### config.mk
export PLATFORM = sky130hd
export DESIGN_NAME = comb3_interp
export DESIGN_NICKNAME = d
export VERILOG_FILES = /design/src/rtl/comb3_interp_pkg.sv /design/src/rtl/comb3_interp_ctrl.sv /design/src/rtl/comb3_interp_dp.sv /design/src/rtl/comb3_interp.sv
export SDC_FILE = /design/constraint.sdc
export NUM_CORES = 1
export LEC_CHECK = 0
export BUFFER_PORTS_ARGS = -buffer_cell sky130_fd_sc_hd__buf_2
export CORE_UTILIZATION = 45
export DETAILED_ROUTE_END_ITERATION = 7
export SLEW_MARGIN = 20
export SYNTH_ARGS = -nofsm -noshare
export SYNTH_HDL_FRONTEND = slang
export SYNTH_HIERARCHICAL = 1
export SYNTH_SLANG_ARGS = --single-unit
### constraint.sdc
create_clock -name clk -period 11.95 [get_ports clk]
set_clock_uncertainty 0.05 [all_clocks]
set_input_delay 0 -clock clk [delete_from_list [all_inputs] [get_ports clk]]
set_output_delay 0 -clock clk [all_outputs]
set_load 0.01 [all_outputs]
### src/rtl/comb3_interp_pkg.sv
package comb3_interp_pkg;
  localparam int RATIO_W = 2;

  typedef struct packed {
    logic combLoad;
    logic tick;
    logic inject;
  } ctlStrobes_t;
endpackage

### src/rtl/comb3_interp_ctrl.sv
module comb3_interp_ctrl
  import comb3_interp_pkg::*;
#(
  parameter int FRAME_LEN = 16
) (
  input  logic               clk,
  input  logic               rstN,
  input  logic [RATIO_W-1:0] ratioSel,
  input  logic               wordLoad,
  output logic [RATIO_W-1:0] ratioQ,
  output ctlStrobes_t        strobes
);
  localparam int PHASE_W = $clog2(FRAME_LEN);
  localparam logic [PHASE_W-1:0] LAST_PHASE = PHASE_W'(FRAME_LEN - 1);

  logic               armed;
  logic               live;
  logic               pending;
  logic [PHASE_W-1:0] phase;
  logic [PHASE_W:0]   stepLen;
  logic [PHASE_W-1:0] stepMask;
  logic               rawTick;

  always_comb begin
    stepLen  = (PHASE_W + 1)'(FRAME_LEN) >> ({1'b0, ratioQ} + 3'd1);
    stepMask = PHASE_W'(stepLen - 1'b1);
    rawTick  = (phase & stepMask) == '0;
  end

  always_ff @(posedge clk or negedge rstN) begin
    if (!rstN) begin
      armed   <= 1'b0;
      ratioQ  <= '0;
      phase   <= '0;
      live    <= 1'b0;
      pending <= 1'b0;
    end else begin
      if (!armed) begin
        armed  <= 1'b1;
        ratioQ <= ratioSel;
      end
      phase <= wordLoad ? '0 : phase + 1'b1;
      if (wordLoad) live <= 1'b1;
      else if (phase == LAST_PHASE) live <= 1'b0;
      if (wordLoad) pending <= 1'b1;
      else if (rawTick && live) pending <= 1'b0;
    end
  end

  assign strobes.combLoad = wordLoad;
  assign strobes.tick     = rawTick && live;
  assign strobes.inject   = rawTick && live && pending;
endmodule

### src/rtl/comb3_interp_dp.sv
module comb3_interp_dp
  import comb3_interp_pkg::*;
#(
  parameter int DATA_W  = 16,
  parameter int MAX_LOG = 4,
  parameter int ORDER   = 3
) (
  input  logic               clk,
  input  logic               rstN,
  input  ctlStrobes_t        strobes,
  input  logic [RATIO_W-1:0] ratioQ,
  input  logic [DATA_W-1:0]  wordIn,
  output logic [DATA_W-1:0]  sampleOut,
  output logic               sampleValid
);
  localparam int ACC_W = DATA_W + ORDER * MAX_LOG;
  localparam logic signed [ACC_W-1:0] SAT_HI = {{(ACC_W-DATA_W+1){1'b0}}, {(DATA_W-1){1'b1}}};
  localparam logic signed [ACC_W-1:0] SAT_LO = {{(ACC_W-DATA_W+1){1'b1}}, {(DATA_W-1){1'b0}}};

  logic signed [ACC_W-1:0] combChain [ORDER+1];
  logic signed [ACC_W-1:0] integNext [ORDER];
  logic signed [ACC_W-1:0] injectVal;
  logic signed [ACC_W-1:0] scaled;
  logic [3:0]              shiftAmt;
  logic [DATA_W-1:0]       clamped;

  assign combChain[0] = {{(ACC_W-DATA_W){wordIn[DATA_W-1]}}, wordIn};

  for (genvar s = 0; s < ORDER; s++) begin : g_comb
    logic signed [ACC_W-1:0] hist;
    assign combChain[s+1] = combChain[s] - hist;
    always_ff @(posedge clk or negedge rstN) begin
      if (!rstN) hist <= '0;
      else if (strobes.combLoad) hist <= combChain[s];
    end
  end

  always_ff @(posedge clk or negedge rstN) begin
    if (!rstN) injectVal <= '0;
    else if (strobes.combLoad) injectVal <= combChain[ORDER];
  end

  for (genvar s = 0; s < ORDER; s++) begin : g_integ
    logic signed [ACC_W-1:0] acc;
    if (s == 0) begin : g_head
      assign integNext[s] = acc + (strobes.inject ? injectVal : '0);
    end else begin : g_body
      assign integNext[s] = acc + integNext[s-1];
    end
    always_ff @(posedge clk or negedge rstN) begin
      if (!rstN) acc <= '0;
      else if (strobes.tick) acc <= integNext[s];
    end
  end

  always_comb begin
    shiftAmt = {1'b0, ratioQ, 1'b0} + 4'd2;
    scaled   = integNext[ORDER-1] >>> shiftAmt;
    if (scaled > SAT_HI)      clamped = {1'b0, {(DATA_W-1){1'b1}}};
    else if (scaled < SAT_LO) clamped = {1'b1, {(DATA_W-1){1'b0}}};
    else                      clamped = scaled[DATA_W-1:0];
  end

  always_ff @(posedge clk or negedge rstN) begin
    if (!rstN) begin
      sampleOut   <= '0;
      sampleValid <= 1'b0;
    end else begin
      sampleValid <= strobes.tick;
      if (strobes.tick) sampleOut <= clamped;
    end
  end
endmodule

### src/rtl/comb3_interp.sv
module comb3_interp
  import comb3_interp_pkg::*;
#(
  parameter int DATA_W    = 16,
  parameter int FRAME_LEN = 16,
  parameter int MAX_LOG   = 4
) (
  input  logic               clk,
  input  logic               rstN,
  input  logic [RATIO_W-1:0] ratioSel,
  input  logic [DATA_W-1:0]  wordIn,
  input  logic               wordLoad,
  output logic [DATA_W-1:0]  sampleOut,
  output logic               sampleValid
);
  ctlStrobes_t        strobes;
  logic [RATIO_W-1:0] ratioQ;

  comb3_interp_ctrl #(.FRAME_LEN(FRAME_LEN)) i_ctrl (
    .clk(clk), .rstN(rstN), .ratioSel(ratioSel), .wordLoad(wordLoad),
    .ratioQ(ratioQ), .strobes(strobes)
  );

  comb3_interp_dp #(.DATA_W(DATA_W), .MAX_LOG(MAX_LOG), .ORDER(3)) i_dp (
    .clk(clk), .rstN(rstN), .strobes(strobes), .ratioQ(ratioQ), .wordIn(wordIn),
    .sampleOut(sampleOut), .sampleValid(sampleValid)
  );
endmodule

==> flow_summary_export.csv <==
group,metric,value,unit
clocking,cts_setup_buffers,0,
timing,tns,0,ps
yosys,synthArstFlopShare,100,%
finish,syn2layout_area_growth,9.21,%
setup_path,startpoint_type,"register",
grt,overflow,0,
clocking,ctsLongestPathBuffers,2,
drt,via_count,12349,
yosys,yosys_warnings,6,
clocking,clkTransAtPathRegs,80,ps
floorplanning,dieArea,35300,µm²
drt,drt-initial-drc-count,623,
timing,fmax,97.1,MHz
setup_path,crit_family,"compound AO/OA/AOI/OAI gates",
yosys,syn_area,15600,µm²
setup_path,rrSetupSlack,1660,ps
finish,fillers,3161,
yosys,netlist_instances,1733,
finish,final_cell_mix,"dfrtp_1, ha_1, inv_1, nor2_1, nand2_1",
finish,diodes,0,
clocking,hold_buffers,25,
drt,drt_wl_total,33.0,mm
setup_path,cp-end-kind,"register",
clocking,tritoncts,"done",
timing,tightestPinTransition,893,ps
hold_path,hp-class,"in2async",
yosys,synth_ff_type,"dfrtp_1",
clocking,ctsHtreeMaxLevel,4,
grt,grt_usage,19.1,%
clocking,cts_root_buf,"clkbuf_16",
setup_path,crit_required,12290,ps
finish,final_common_cell,"dfrtp_1",
clocking,cts_buffers,17,
drt,drc,0,
finish,drive_above_1_share,13.0,%
job,max-cap-violations,0,
placement,dp_hpwl,24.2,mm
setup_path,critical-path-slowest-cell,"and4_1",
yosys,synth_seq_area_share,32.0,%
setup_path,path_buf_inv,3,
floorplanning,die_h,188,µm
drt,wl_per_cell,14.8,µm
timing,drv_slew,0,
yosys,syn_nets,1905,
floorplanning,num_rows,67,
timing,finalCriticalPeriod,10290,ps
grt,grt_pass1_wl,56.3,mm
floorplanning,start_util,46.0,%
yosys,synth_cell_types,94,
setup_path,worstPathMaxFanout,28,
timing,setup_viol,0,
setup_path,max_stage_delay,680,ps
grt,antenna_found_initial,0,
floorplanning,io_pins,38,
grt,grt_pass1_vias,11855,
floorplanning,core,33800,µm²
drt,drtPass1Iterations,5,
drt,routed_via_density,5.55,
timing,period_share,86.1,%
grt,grt_start_max_net_pins,88,
setup_path,worstSetupPathType,"reg2reg",
clocking,cts.repair.resized,0,
timing,slew_headroom,40.5,%
yosys,ys_ff_latch,199,
floorplanning,die_x,188,µm
drt,ant_nets,0,
yosys,syn_area_per_cell,8.97,µm²
placement,io_buffer_count,37,
clocking,clock_latency,460,ps
status,status,"finished, final reports clean",
yosys,synth_edf_count,0,
placement,gp_congestion,0.869,
finish,num-nets-final,1937,
setup_path,arrival,10640,ps
timing,hold_viol_final,0,
timing,rsz0062_at_grt,"false",
clocking,cts_sinks,199,
==> state kept, by name, indices dropped and copies added, names as in the netlist <==
name              count
i_ctrl/pending        1
i_dp/sampleValid      1
i_dp/g_comb.hist     61
i_ctrl/armed          1
i_dp/g_integ.acc     84
i_ctrl/ratioQ         2
i_dp/injectVal       28
i_ctrl/live           1
i_dp/sampleOut       16
i_ctrl/phase          4
==> per-stage QoR <==
stage	worst slack, ps	std cells	utilization [%]	hold slack, ps	instance area, µm²
global route	770	2226	50.3	162	17000
finish	1660	2226	50.3	94.9	17000
floorplan	3490	1733	-	-346	15600
global placement	1840	2169	47.8	64.9	16100
CTS	1650	2226	50.3	140	17000
detailed placement	1730	2169	47.8	70.2	16100
==> cell families after synthesis <==
group,share of synthesized area (%)
other,0.0241
adders and majority gates,12.4
xor gates and xnor gates,5.90
and+or+nand+nor,14.1
buffers and inverters,5.00
AOI/OAI and AO/OA,21.0
DFF,32.0
muxes,9.57
==> worst reg2reg max path: cells and delay by family (launching register included) <==
kind / cells / cell delay (ps)
adders and majority gates: 4 / 1340
AOI/OAI and AO/OA: 22 / 5270
buffers and inverters: 3 / 430
xor gates and xnor gates: 4 / 550
DFF: 1 / 420
and+or+nand+nor: 7 / 2180
==> routing by layer <==
| metal | up-vias | global-route usage, % | wire length (µm) | part of all wire (%) |
|---|---|---|---|---|
| li1 | 6223 | - | - | - |
| met1 | 5946 | 25.3 | 16200 | 49 |
| met2 | 157 | 32.9 | 15700 | 48 |
| met3 | 23 | 2.77 | 747 | 2.3 |
| met4 | 0 | 4.22 | 304 | 0.92 |
| met5 | - | 0 | 0 | 0 |
==> path summary, 6_finish.rpt <==
| path | start | endpoint | cells past startpoint |
|---|---|---|---|
| hold / removal | rstN | i_dp/sampleOut[11] | 2 |
| max in group asynchronous | rstN | i_dp/g_comb[2].hist[16] | 3 |
| setup reg to reg | i_ctrl/phase[2] | i_dp/sampleOut[8] | 40 |
| setup / recovery | i_ctrl/phase[2] | i_dp/sampleOut[8] | 40 |
| hold reg to reg | i_dp/injectVal[3] | i_dp/injectVal[3] | 2 |
| min in group clk | wordIn[4] | i_dp/g_comb[0].hist[4] | 4 |
==> layout make-up <==
cell class	instances	area (µm²)	share of cell area, %
tap	448	561	3.30
sequential	199	4980	29.3
clock buffer	17	425	2.50
timing repair buffer	70	507	2.98
inverter	143	537	3.16
clock inverter	15	175	1.03
multi-input combinational	1334	9800	57.7
==> synthesized netlist by cell type, types with 7 or more instances <==
library cell | number | area, µm²
nor2_1 | 139 | 522
mux2_2 | 109 | 1230
nor2b_1 | 14 | 87.6
o22a_1 | 15 | 131
a31oi_1 | 9 | 56.3
nand2_1 | 132 | 495
o21bai_1 | 11 | 82.6
nor3_1 | 32 | 160
clkbuf_1 | 51 | 191
nor2_2 | 10 | 62.6
or3_1 | 7 | 43.8
o21ai_0 | 118 | 591
o21a_1 | 23 | 173
a21o_1 | 50 | 375
a211oi_1 | 21 | 158
o31ai_1 | 10 | 75.1
a21oi_1 | 118 | 591
xor2_1 | 30 | 263
ha_1 | 145 | 1810
and2_1 | 37 | 231
xnor2_1 | 71 | 622
nand2b_1 | 15 | 93.8
nand4_1 | 7 | 43.8
mux2i_1 | 17 | 170
a21boi_0 | 24 | 180
nand3_1 | 32 | 160
and3_1 | 14 | 87.6
dfrtp_1 | 199 | 4980
inv_1 | 141 | 529
Power is not shown: default switching activity piles up to over one toggle a cycle in this logic, so the estimate is an artifact.
